### config.mk
export PLATFORM = sky130hd
export DESIGN_NAME = irq_router
export DESIGN_NICKNAME = d
export VERILOG_FILES = /design/src/rtl/irq_router_pkg.sv /design/src/rtl/irq_router_cfg.sv /design/src/rtl/irq_router_map.sv /design/src/rtl/irq_router_rd.sv /design/src/rtl/irq_router.sv
export SDC_FILE = /design/constraint.sdc
export NUM_CORES = 1
export LEC_CHECK = 0
export BUFFER_PORTS_ARGS = -buffer_cell sky130_fd_sc_hd__buf_2
export CORE_AREA = 2 2 202 204
export CTS_CLUSTER_DIAMETER = 100
export CTS_CLUSTER_SIZE = 8
export DETAILED_ROUTE_END_ITERATION = 16
export DIE_AREA = 0 0 204 206
export PLACE_DENSITY = 0.72
export SYNTH_ARGS = -nofsm -noshare
export SYNTH_HDL_FRONTEND = slang
export SYNTH_SLANG_ARGS = --single-unit
### constraint.sdc
create_clock -name clk_i -period 5 [get_ports clk_i]
set_input_delay 0.75 -clock clk_i [delete_from_list [all_inputs] [get_ports clk_i]]
set_output_delay 0.75 -clock clk_i [all_outputs]
set_load 0.005 [all_outputs]
### src/rtl/irq_router_pkg.sv
package irq_router_pkg;
  localparam int unsigned N_IN   = 32;
  localparam int unsigned N_CORE = 4;
  localparam int unsigned N_LINE = 4;
  localparam int unsigned N_OUT  = N_CORE * N_LINE;
  localparam int unsigned RT_W   = N_CORE + N_LINE;
  localparam int unsigned IW     = $clog2(N_IN);
  localparam int unsigned AW     = 7;
  localparam int unsigned DW     = 32;
  localparam int unsigned CORE_STRIDE = 8;

  localparam logic [AW-1:0] A_STAT      = 7'h20;
  localparam logic [AW-1:0] A_EN        = 7'h24;
  localparam logic [AW-1:0] A_EN_SET    = 7'h28;
  localparam logic [AW-1:0] A_EN_CLR    = 7'h2C;
  localparam logic [AW-1:0] A_CORE_BASE = 7'h40;

  typedef logic [RT_W-1:0] route_t;

  typedef enum logic [1:0] {
    SZ_BYTE = 2'd0,
    SZ_HALF = 2'd1,
    SZ_WORD = 2'd2,
    SZ_RSVD = 2'd3
  } acc_size_e;
endpackage

### src/rtl/irq_router_cfg.sv
module irq_router_cfg
  import irq_router_pkg::*;
(
  input  logic                clk_i,
  input  logic                rst_ni,
  input  logic                route_we_i,
  input  logic [IW-1:0]       route_idx_i,
  input  logic [RT_W-1:0]     route_wd_i,
  input  logic                en_set_i,
  input  logic                en_clr_i,
  input  logic [N_IN-1:0]     en_wd_i,
  output route_t [N_IN-1:0]   route_o,
  output logic [N_IN-1:0]     en_o
);
  route_t [N_IN-1:0] route_q;
  logic   [N_IN-1:0] en_q;

  for (genvar i = 0; i < N_IN; i++) begin : g_route
    always_ff @(posedge clk_i or negedge rst_ni) begin
      if (!rst_ni) route_q[i] <= '0;
      else if (route_we_i && route_idx_i == IW'(i)) route_q[i] <= route_wd_i;
    end
  end

  // set and clear live at distinct offsets, never both in one cycle
  always_ff @(posedge clk_i or negedge rst_ni) begin
    if (!rst_ni)       en_q <= '0;
    else if (en_set_i) en_q <= en_q | en_wd_i;
    else if (en_clr_i) en_q <= en_q & ~en_wd_i;
  end

  assign route_o = route_q;
  assign en_o    = en_q;

  p_en_set_r4: assert property (@(posedge clk_i) disable iff (!rst_ni)
    en_set_i |=> ((en_q & $past(en_wd_i)) == $past(en_wd_i)));
  p_en_clr_r5: assert property (@(posedge clk_i) disable iff (!rst_ni)
    en_clr_i |=> ((en_q & $past(en_wd_i)) == '0));
  p_en_hold_r11: assert property (@(posedge clk_i) disable iff (!rst_ni)
    (!en_set_i && !en_clr_i) |=> $stable(en_q));
  p_route_hold_r2: assert property (@(posedge clk_i) disable iff (!rst_ni)
    !route_we_i |=> $stable(route_q));
endmodule

### src/rtl/irq_router_map.sv
module irq_router_map
  import irq_router_pkg::*;
(
  input  logic [N_IN-1:0]             pins_i,
  input  logic [N_IN-1:0]             en_i,
  input  route_t [N_IN-1:0]           route_i,
  output logic [N_IN-1:0]             stat_o,
  output logic [N_CORE-1:0][N_IN-1:0] core_stat_o,
  output logic [N_OUT-1:0]            irq_nxt_o
);
  logic [N_LINE-1:0] line_hit;

  assign stat_o = pins_i & en_i;

  for (genvar c = 0; c < N_CORE; c++) begin : g_core
    for (genvar i = 0; i < N_IN; i++) begin : g_in
      assign core_stat_o[c][i] = stat_o[i] & route_i[i][c];
    end
  end

  for (genvar l = 0; l < N_LINE; l++) begin : g_line
    logic [N_IN-1:0] col;
    for (genvar i = 0; i < N_IN; i++) begin : g_in
      assign col[i] = stat_o[i] & route_i[i][N_CORE+l];
    end
    assign line_hit[l] = |col;
  end

  for (genvar c = 0; c < N_CORE; c++) begin : g_oc
    for (genvar l = 0; l < N_LINE; l++) begin : g_ol
      assign irq_nxt_o[c*N_LINE+l] = (|core_stat_o[c]) & line_hit[l];
    end
  end
endmodule

### src/rtl/irq_router_rd.sv
module irq_router_rd
  import irq_router_pkg::*;
(
  input  logic                        clk_i,
  input  logic                        rst_ni,
  input  logic                        rd_en_i,
  input  logic                        route_acc_i,
  input  logic                        word_acc_i,
  input  logic [AW-1:0]               addr_i,
  input  route_t [N_IN-1:0]           route_i,
  input  logic [N_IN-1:0]             en_i,
  input  logic [N_IN-1:0]             stat_i,
  input  logic [N_CORE-1:0][N_IN-1:0] core_stat_i,
  output logic                        rvalid_o,
  output logic [DW-1:0]               rdata_o
);
  logic [DW-1:0] rdata_nxt;
  logic [DW-1:0] rdata_q;
  logic          rvalid_q;

  always_comb begin
    rdata_nxt = '0;
    if (route_acc_i) begin
      rdata_nxt = DW'(route_i[addr_i[IW-1:0]]);
    end else if (word_acc_i) begin
      if (addr_i == A_STAT)    rdata_nxt = DW'(stat_i);
      else if (addr_i == A_EN) rdata_nxt = DW'(en_i);
      else begin
        for (int c = 0; c < int'(N_CORE); c++) begin
          if (addr_i == A_CORE_BASE + AW'(c * CORE_STRIDE)) rdata_nxt = DW'(core_stat_i[c]);
        end
      end
    end
  end

  always_ff @(posedge clk_i or negedge rst_ni) begin
    if (!rst_ni) begin
      rvalid_q <= 1'b0;
      rdata_q  <= '0;
    end else begin
      rvalid_q <= rd_en_i;
      rdata_q  <= rd_en_i ? rdata_nxt : '0;
    end
  end

  assign rvalid_o = rvalid_q;
  assign rdata_o  = rdata_q;

  p_rvalid_r9: assert property (@(posedge clk_i) disable iff (!rst_ni)
    rd_en_i |=> rvalid_o);
  p_rvalid_idle_r9: assert property (@(posedge clk_i) disable iff (!rst_ni)
    !rd_en_i |=> !rvalid_o);
  p_bad_read_zero_r10: assert property (@(posedge clk_i) disable iff (!rst_ni)
    (rd_en_i && !route_acc_i && !word_acc_i) |=> (rdata_o == '0));
endmodule

### src/rtl/irq_router.sv
module irq_router
  import irq_router_pkg::*;
(
  input  logic              clk_i,
  input  logic              rst_ni,
  input  logic [N_IN-1:0]   irq_i,
  input  logic              req_i,
  input  logic              we_i,
  input  logic [1:0]        size_i,
  input  logic [AW-1:0]     addr_i,
  input  logic [DW-1:0]     wdata_i,
  output logic              rvalid_o,
  output logic [DW-1:0]     rdata_o,
  output logic [N_OUT-1:0]  irq_o
);
  route_t [N_IN-1:0]           route;
  logic [N_IN-1:0]             en;
  logic [N_IN-1:0]             stat;
  logic [N_CORE-1:0][N_IN-1:0] core_stat;
  logic [N_OUT-1:0]            irq_nxt;
  logic [N_OUT-1:0]            irq_q;
  logic                        route_acc;
  logic                        word_acc;

  assign route_acc = req_i && (size_i == SZ_BYTE) && (addr_i < AW'(N_IN));
  assign word_acc  = req_i && (size_i == SZ_WORD) && (addr_i[1:0] == 2'b00);

  irq_router_cfg u_cfg (
    .clk_i       (clk_i),
    .rst_ni      (rst_ni),
    .route_we_i  (route_acc && we_i),
    .route_idx_i (addr_i[IW-1:0]),
    .route_wd_i  (wdata_i[RT_W-1:0]),
    .en_set_i    (word_acc && we_i && addr_i == A_EN_SET),
    .en_clr_i    (word_acc && we_i && addr_i == A_EN_CLR),
    .en_wd_i     (wdata_i[N_IN-1:0]),
    .route_o     (route),
    .en_o        (en)
  );

  irq_router_map u_map (
    .pins_i      (irq_i),
    .en_i        (en),
    .route_i     (route),
    .stat_o      (stat),
    .core_stat_o (core_stat),
    .irq_nxt_o   (irq_nxt)
  );

  irq_router_rd u_rd (
    .clk_i       (clk_i),
    .rst_ni      (rst_ni),
    .rd_en_i     (req_i && !we_i),
    .route_acc_i (route_acc),
    .word_acc_i  (word_acc),
    .addr_i      (addr_i),
    .route_i     (route),
    .en_i        (en),
    .stat_i      (stat),
    .core_stat_i (core_stat),
    .rvalid_o    (rvalid_o),
    .rdata_o     (rdata_o)
  );

  always_ff @(posedge clk_i or negedge rst_ni) begin
    if (!rst_ni) irq_q <= '0;
    else         irq_q <= irq_nxt;
  end

  assign irq_o = irq_q;

  p_irq_cause_r7: assert property (@(posedge clk_i) disable iff (!rst_ni)
    !(|stat) |=> (irq_o == '0));
  p_irq_src_r8: assert property (@(posedge clk_i) disable iff (!rst_ni)
    (|irq_nxt) |=> (|irq_o));
endmodule

### Yosys cells after proc, flatten, opt, wreduce, memory -nomap -nowiden

Index checks and enable logic that the tools add are counted.

* logic and storage cells: 421
* bits of input ports: 77
* register bits: 337

* mux-type cells: 13
* order comparisons: 2
* reduce and logical (&&, ||, !) cells: 54
* equality and inequality tests: 40
* bitwise logic cells: 276

Operators with widths (number)
* $mux 32: 11
* $and 1x1->1: 272
* $reduce_or 32->1: 8
* $eq 5x5->1 const B: 16
* $and 32x32->32: 2
* $logic_and 1x1->1: 41
* $bmux 8 s5: 1
* $eq 5x4->1 const B: 8
* $not 32->32: 1
* $or 32x32->32: 1
* $eq 7x6->1 const B: 4
* $eq 7x7->1 const B: 4
* $eq 5x3->1 const B: 4
* $eq 5x2->1 const B: 2
* $mux 8: 1
* $lt 7x6->1 const B: 1
* $lt 5x6->1 const B: 1
* $eq 5x1->1 const B: 1
* $logic_not 5->1: 1
* $logic_not 2->1: 2
* $eq 2x2->1 const B: 1
* $reduce_bool 2->1: 1
* $logic_not 1->1: 1

### Logic depth before layout (Yosys ltp)

Gate-level depths: netlist (run 1).

* word-level depth: 11
* depth in mapped cells: 10

### Cells and area by module

A second synthesis (run 1) with hierarchy kept.

* cell total of the unflattened synthesis: 1539
* area, all modules: 18113.6 um^2

Modules (own cells, without submodules)
* irq_router_cfg: area an instance 10948.0 um^2, cells an instance 696, instances 1
* irq_router_rd: area an instance 4449.3 um^2, cells an instance 470, instances 1
* irq_router_map: area an instance 2225.9 um^2, cells an instance 344, instances 1
* irq_router: area an instance 490.5 um^2, cells an instance 29, instances 1

### Worst setup path before layout (run 1)

OpenSTA, ideal clock, no wires.

* path kind: input port to flip-flop
* from: in addr_i[0]
* to: reg u_rd.rdata_q[3], in the netlist u_rd.rdata_o[3]
* cell stages on the path: 7
* setup time: 0.136 ns
* setup slack: 2.500 ns
* arrival time: 2.365 ns
* required time: 4.864 ns
* buffers on the path: 3
* path through: buf_4 buf_4 buf_4 mux4_2 mux2_2 o221ai_1 o211ai_1

* longest elaborated chain between the ends: 10
* elaborated cells on any way between the ends: 21
* those cells by class: order compare: 1; eq/ne: 6; mux: 11; reduce/logical: 3

Ends and longest elaborated chain
* start, declared: RTL line irq_router.sv:10 `input logic [AW-1:0] addr_i,`
* $eq 7x7->1: RTL line irq_router_rd.sv:30 `if (addr_i == A_CORE_BASE + AW'(c * CORE_STRIDE)) rdata_nxt = DW'(core_stat_i[c]);`
* $mux 32 (4 in series): RTL line irq_router_rd.sv:30
* $mux 32: RTL line irq_router_rd.sv:27 `else if (addr_i == A_EN) rdata_nxt = DW'(en_i);`
* $mux 32: RTL line irq_router_rd.sv:26 `if (addr_i == A_STAT) rdata_nxt = DW'(stat_i);`
* $mux 32: RTL line irq_router_rd.sv:25 `end else if (word_acc_i) begin`
* $mux 32 (*): RTL line irq_router_rd.sv:23 `if (route_acc_i) begin`
* $mux 32 (*): RTL line irq_router_rd.sv:42 `rdata_q <= rd_en_i ? rdata_nxt : '0;`
* end signal, assigned: RTL line irq_router_rd.sv:42
* end, declared: RTL line irq_router_rd.sv:18 `logic [DW-1:0] rdata_q;`

Mark *: on every way between the ends. The rest lies on a longest branch, timed or not. The select of a mux whose other input is x is not followed.
A chain may end at the register's enable or synchronous reset.

### Worst setup path after layout (run 1)

* from: in we_i
* to: reg u_rd.rdata_q[3], in the netlist u_rd.rdata_o[3]

* longest elaborated chain between the ends: 3

Ends and longest elaborated chain
* start, declared: RTL line irq_router.sv:8 `input logic we_i,`
* $logic_not 1->1: RTL line irq_router.sv:53 `.rd_en_i (req_i && !we_i),`
* $logic_and 1x1->1: RTL line irq_router.sv:53
* $mux 32: RTL line irq_router_rd.sv:42

Every way passes these cells.

==> impl_results.md, run 1 <==
- Row count: 74
- Initial antenna violation count: 2
- Final Cycle Share: 68.1%
- Largest net degree at the start of global routing: 119
- Synth Net Count: 1548
- DRC viols: 0
- Yosys top cell area share: 47.7%
- Initial DRT Pass Iterations: 6
- CP Capture Type: register
- LEAKAGE: 9.21 nW
- Place WS: 1.30 ns
- Maximum clock rate: 294 MHz
- Synth Register Bits: 337
- Dpl cells: 2031
- Top FF cell, synth: dfrtp_1
- Worst Hold Slack: 0.290 ns
- Design area: 19900 sq um
- I/O Pins: 126
- Initial Util: 44.0%
- Hold Path Class: input pin to async pin
- Avg WL per Cell: 34.3 um
- Most used routing layer: met2
- Outcome: completed
- Slew headroom: 9.74%
- Final Util: 49.6%
- CTS Buf Count: 48
- Tot Pwr: 6.07 mW
- Ys Warns: 0
- Crit path required time: 5.49 ns
- Final Hold Viols: 0
- Global route overflow: 0
- Die W: 204 um
- Remaining antenna violation count: 0
- Sequential share of the synthesized area: 47.7%
- Highest ir drop seen on vdd: 0.188 mV
- Core Region: 40200 sq um
- TritonCTS clock tree: yes
- Die Span Y: 206 um
- Sink Count: 337
- WL final: 71600 um
- Layout area overhead: 12.8%
- Yosys top cell by area: dfrtp_1
- DR vias: 14500
- Critical path class: input pin to register
- DRT iter0 DRCs: 1864
- Clock Tree Buf Depth: 3
- Gr usage total: 34.6%
- Syn Inst Count: 1471
- Fin nets: 1626
- Post-DP Area: 18600 sq um
- Worst Path Max Fanout: 9
- Number of H-tree levels: 2
- Root Driver: clkbuf_16
- Unique masters post-synth: 61
- Pwr Density: 305 nW/um^2
- Die Footprint: 42000 sq um
- WP data arrival: 3.89 ns
- Skew final: 0.0228 ns
- Startpoint types: input pin
- Final setup margin: 1.59 ns
- First-pass GRT wire length: 104000 um
- Async set or reset register ratio after synthesis: 100%
- Total of max-cap violations: 0
- Synthesized area: 17700 sq um
- Hold buffers post-CTS: 0
- Final Non-Filler Cells: 2085
- Worst Setup SP: we_i
- Worst slew pin tran: 1.35 ns
- I/O Buffers: 125
- Layout cell share with drive strength beyond 1: 30.7%
- Final TNS setup: 0 ns
- Post-CTS setup buffer count: 0
- Post-CTS sizing: 0
- Clock latency on the worst-skew pair: 0.58 ns
- Met2 usage: 49.6%
- # setup viols final: 0
- Vias in the first global route: 14200
- Clock-pin slew on the worst setup and hold paths: 0.06 ns
- RSZ-0062 raised after global routing: no
- Via-to-Cell Ratio: 6.98
- GRT met3 Usage: 8.94%
- Final Critical Period: 3.41 ns
- Final Wtd Congestion: 1.03
- Synth top area cells: dfrtp_1 48%, mux2_2 13%, mux4_2 6.0%
- Final Max Tran Viols: 0
- EDFF count, synth: 0
- Hpwl dp: 51600 um
- GRT met1 Usage: 47.8%
- Mean Syn Cell Area: 12.0 sq um
==> worst max-delay path, stage by stage <==
cell      delay (ns)
buf_2           0.19
nand2b_1        0.45
nor3b_1         1.19
nand2b_1        0.30
a221oi_1        0.58
o221ai_1        0.26
o211ai_1        0.15
==> layout by cell type, fill, tap and decap left out, types with 36 or more instances in the layout <==
cell type	Yosys	layout
mux2i_1	36	36
a221oi_1	58	58
a22o_1	64	64
nor2_1	43	42
o21ai_0	39	39
mux2_2	197	197
and2_1	50	50
a21oi_1	37	37
mux2_1	74	74
clkbuf_16	0	50
dfrtp_1	337	337
mux4_2	47	47
a22oi_1	90	90
buf_2	27	123
nand2_1	109	109
==> power breakdown <==
group          internal (mW)  switching, mW
clock                   1.74           1.16
sequential              2.77         0.0471
combinational          0.111          0.243
total                   4.62           1.45
==> per-layer routing <==
metal | vias up | part of all wire [%]
li1 | 5756 | -
met1 | 7414 | 40
met2 | 1116 | 42
met3 | 256 | 11
met4 | 2 | 6.2
met5 | - | 0.018
==> synthesized netlist by cell type, drive strengths merged, types with 4 or more instances <==
cell type and n:
nand4 15, or4 9, nand2 109, clkbuf 76, nor2b 6, mux2i 36
a211oi 7, o21ai 40, a22oi 90, mux4 47, a21oi 37, nor4 6
buf 44, a22o 64, a221oi 58, nor3 4, o22ai 14, dfrtp 337
o211ai 8, mux2 271, a31oi 5, and2 50, nand3 24, nand2b 7
and3 5, nor2 61
==> path summary, 6_finish.rpt <==
check	endpoint	slack (ns)	depth (start not counted)
max in group asynchronous	u_cfg.route_o[22]	3.52	2
max reg2reg	irq_o[8]	2.07	6
min reg2reg	u_rd.rdata_o[8]	0.51	2
min	u_rd.rdata_o[18]	0.29	1
max	u_rd.rdata_o[3]	1.59	7
min in group clk_i	register	0.41	2
==> area by class of cell <==
class	instances	area [sq um]
multi-input cells	1011	8700
inverters	3	11.3
well taps	532	666
flip-flops and latches	337	8430
diodes	1	2.50
fillers	3555	20300
clock buffers	51	1250
clock inverters	2	25.0
repair buffers	148	836
==> flip-flops by register name, indices dropped and copies added (netlist names), named ones only <==
signal,flops
u_cfg.route_o,256
u_rd.rvalid_o,1
u_rd.rdata_o,32
irq_o,16
==> kinds of logic after synthesis <==
| kind of cell | count (synthesis) | synth area share (%) |
|---|---|---|
| compound gates | 344 | 14.4 |
| buf+inv | 123 | 3.08 |
| flops | 337 | 47.7 |
| mux | 354 | 25.3 |
| simple gates | 313 | 9.41 |
Note: power is estimated with default switching activity, not from simulation.
==> run 2: changes to the inputs <==
Settings changed: ABC_AREA set to 1, CORE_AREA 2 2 202 204 to 2 2 208 210, DIE_AREA 0 0 204 206 to 0 0 210 212, PLACE_DENSITY 0.72 to 0.74.
Clock period 5 ns to 2.92 ns, I/O delays scaled along.
==> run 2 against run 1 <==
Compared with the run above: hold slack worse by 0.16 ns; flip-flop and latch count unchanged; sequential power grew 70%; combinational power rose to 2.7 times the previous value; cell count rose by 64%; synthesized cell count increased by 86%; first-iteration DRC count up 42%; power grew 77%; clock skew is 0.0034 ns lower; global-route usage up 1.7 points; final area is 7.8% higher; largest cell class unchanged; largest power group unchanged.
==> impl_results.md, run 2 <==
- Async set or reset register ratio after synthesis: 100%
- Hold Startpoint: wdata_i[15]
- Initial antenna violation count: 1
- Die Span Y: 212 um
- Clock Tree Buf Depth: 3
- Yosys top cell area share: 44.8%
- Sequential share of the synthesized area: 44.8%
- Layout area overhead: 14.2%
- Final Critical Period: 2.43 ns
- Mean Syn Cell Area: 6.88 sq um
- CP max stage cell: nor2_1
- Pwr Density: 499 nW/um^2
- Worst slew pin tran: 0.856 ns
- Buf+Inv Stages, Crit Path: 1
- Die W: 210 um
- Ys Warns: 0
- Gr usage total: 36.3%
- Worst reg-to-reg path cell count: 8
- Top FF cell, synth: dfrtp_1
- Final Max Tran Viols: 0
- Hold Path Class: input pin to register
- Synth top area cells: dfrtp_1 45%, nand2_1 19%, o21ai_0 6.6%
- Yosys top cell by area: dfrtp_1
- # setup viols final: 0
- Final TNS setup: 0 ns
- Count leader, synth: nand2_1
- CTS Buf Count: 48
- Outcome: completed
- Slowest Stage Delay on Critical Path: 0.50 ns
- CP most frequent cell: nand2_1
- Commonest cells after routing, fill and taps aside: 954 x nand2_1, 337 x dfrtp_1, 316 x inv_1, 248 x o21ai_0, 220 x nor2_1
- R2R setup slack: 0.49 ns
- Skew final: 0.0194 ns
- Row count: 76
- Highest ir drop seen on vdd: 0.370 mV
- Avg WL per Cell: 23.5 um
- Synthesized area: 18800 sq um
- Startpoint types: register
- Final Util: 50.5%
- Largest net degree at the start of global routing: 74
- Initial DRT Pass Iterations: 6
- CP Capture Type: register
- EDFF count, synth: 0
- DRT iter0 DRCs: 2652
- Final Hold Viols: 0
- Slew headroom: 42.9%
- CP delay by family, top: simple AND/OR/NAND/NOR gates
- WL final: 80200 um
- Clock-pin slew on the worst setup and hold paths: 0.06 ns
- First-pass GRT wire length: 119000 um
- Critical path class: register to register
- Final Cycle Share: 83.2%
- Max FFs per register: 256
- Vias in the first global route: 18400
- Root Driver: clkbuf_16
- TritonCTS clock tree: yes
- Post-synth top cells: 954 x nand2_1, 337 x dfrtp_1, 316 x inv_1
- Die Footprint: 44500 sq um
- LEAKAGE: 10.8 nW
- Maximum clock rate: 412 MHz
- WP data arrival: 2.90 ns
- Post-CTS setup buffer count: 0
- RSZ-0062 raised after global routing: no
- Crit path required time: 3.39 ns
- Via-to-Cell Ratio: 5.77
- Synth Net Count: 2810
- Core Region: 42500 sq um
- Hold buffers post-CTS: 1
- Post-CTS sizing: 0
- Fill cell count: 4267
- Final Non-Filler Cells: 3413
- I/O Buffers: 125
- Global route overflow: 0
- Fin nets: 2940
- I/O Pins: 126
- Sink Count: 337
- Layout cell share with drive strength beyond 1: 10.5%
- Total of max-cap violations: 0
- Dpl cells: 3358
- Syn Inst Count: 2733
- Unique masters post-synth: 31
- Initial Util: 44.2%
- DRC viols: 0
- Final Wtd Congestion: 1.02
- Clock latency on the worst-skew pair: 0.59 ns
- Reg-to-reg endpoint: irq_o[6]
- Hpwl dp: 57800 um
- Synth Register Bits: 337
- Number of H-tree levels: 2
- Commonest non-fill, non-tap cell in the layout: nand2_1
- Remaining antenna violation count: 0
- DR vias: 19700
- Crit path cell chain: nand2_1 > o22ai_1 > nor2_1 > nand4_1 > nor2_1 > nand2_1 > nand2_1 > inv_1
- Hold path cells: 3
- Worst Path Max Fanout: 8
## run 2: changes by cell type in the layout (fill, tap and decap cells not counted), sizes merged, moves of 90 or more
cell   change
a22oi     -90
inv      +320
mux2     -271
nand2    +866
nor2     +168
o21ai    +362
## run 2: area by class of cell
type / instances / area [sq um] / area share (%)
Antenna cell: 1 / 2.50 / 0.0117
Clock buffer: 50 / 1230 / 5.73
Clock inverter: 3 / 26.3 / 0.122
Inverter: 326 / 1220 / 5.70
Multi-Input combinational cell: 1939 / 8530 / 39.7
Sequential cell: 337 / 8430 / 39.3
Tap cell: 546 / 683 / 3.18
Timing Repair Buffer: 211 / 1350 / 6.27
## run 2: cell families (layout without fill, tap and decap cells)
logic type	count (synthesis)	count (layout)	share of synthesized area, %
other	0	1	0
buffers and inverters	457	590	9.89
flip-flops	337	337	44.8
AND/OR/NAND/NOR	1351	1351	29.1
AO/OA/AOI/OAI	588	588	16.2
## run 2: worst max-delay path by stage
stage	to	startpoint	slack (ns)	depth (start not counted)
after floorplan	u_cfg.route_o[194]	addr_i[5]	1.06	10
after global placement	u_cfg.route_o[211]	addr_i[0]	0.43	8
after detailed placement	u_cfg.route_o[247]	addr_i[5]	0.36	8
after CTS	irq_o[1]	register	0.62	8
after global routing	irq_o[1]	register	0.50	8
final	irq_o[6]	register	0.49	8
## run 2: tightest hold or removal path: cells and delay by family
family,cells,cell delay (ns)
AOI/OAI and AO/OA,1,0.07
buffers and inverters,2,0.15
## run 2: metrics by stage
step / power (mW) / cell area, sq um / setup slack, ns / hold slack, ns
finish: 10.7 / 21500 / 0.490 / 0.125
global route: 11.1 / 21500 / 0.495 / 0.129
CTS: 10.8 / 21500 / 0.621 / 0.107
detailed placement: 5.77 / 20200 / 0.363 / 0.415
global placement: 5.76 / 20200 / 0.427 / 0.407
floorplan: 5.29 / 18800 / 1.06 / 0.142
## run 2: report_power, final
part | total, mW | internal (mW) | leakage, nW | switching (mW)
clock network | 5.00 | 2.93 | 0.618 | 2.07
registers | 4.78 | 4.73 | 4.70 | 0.0412
logic | 0.948 | 0.244 | 5.52 | 0.704
total | 10.7 | 7.91 | 10.8 | 2.81
## run 2: metal layers
| layer | global-route usage (%) | routed length (um) |
|---|---|---|
| met1 | 48.4 | 32300 |
| met2 | 55.6 | 34700 |
| met3 | 6.87 | 8030 |
| met4 | 20.8 | 5130 |
| met5 | 0 | 0 |
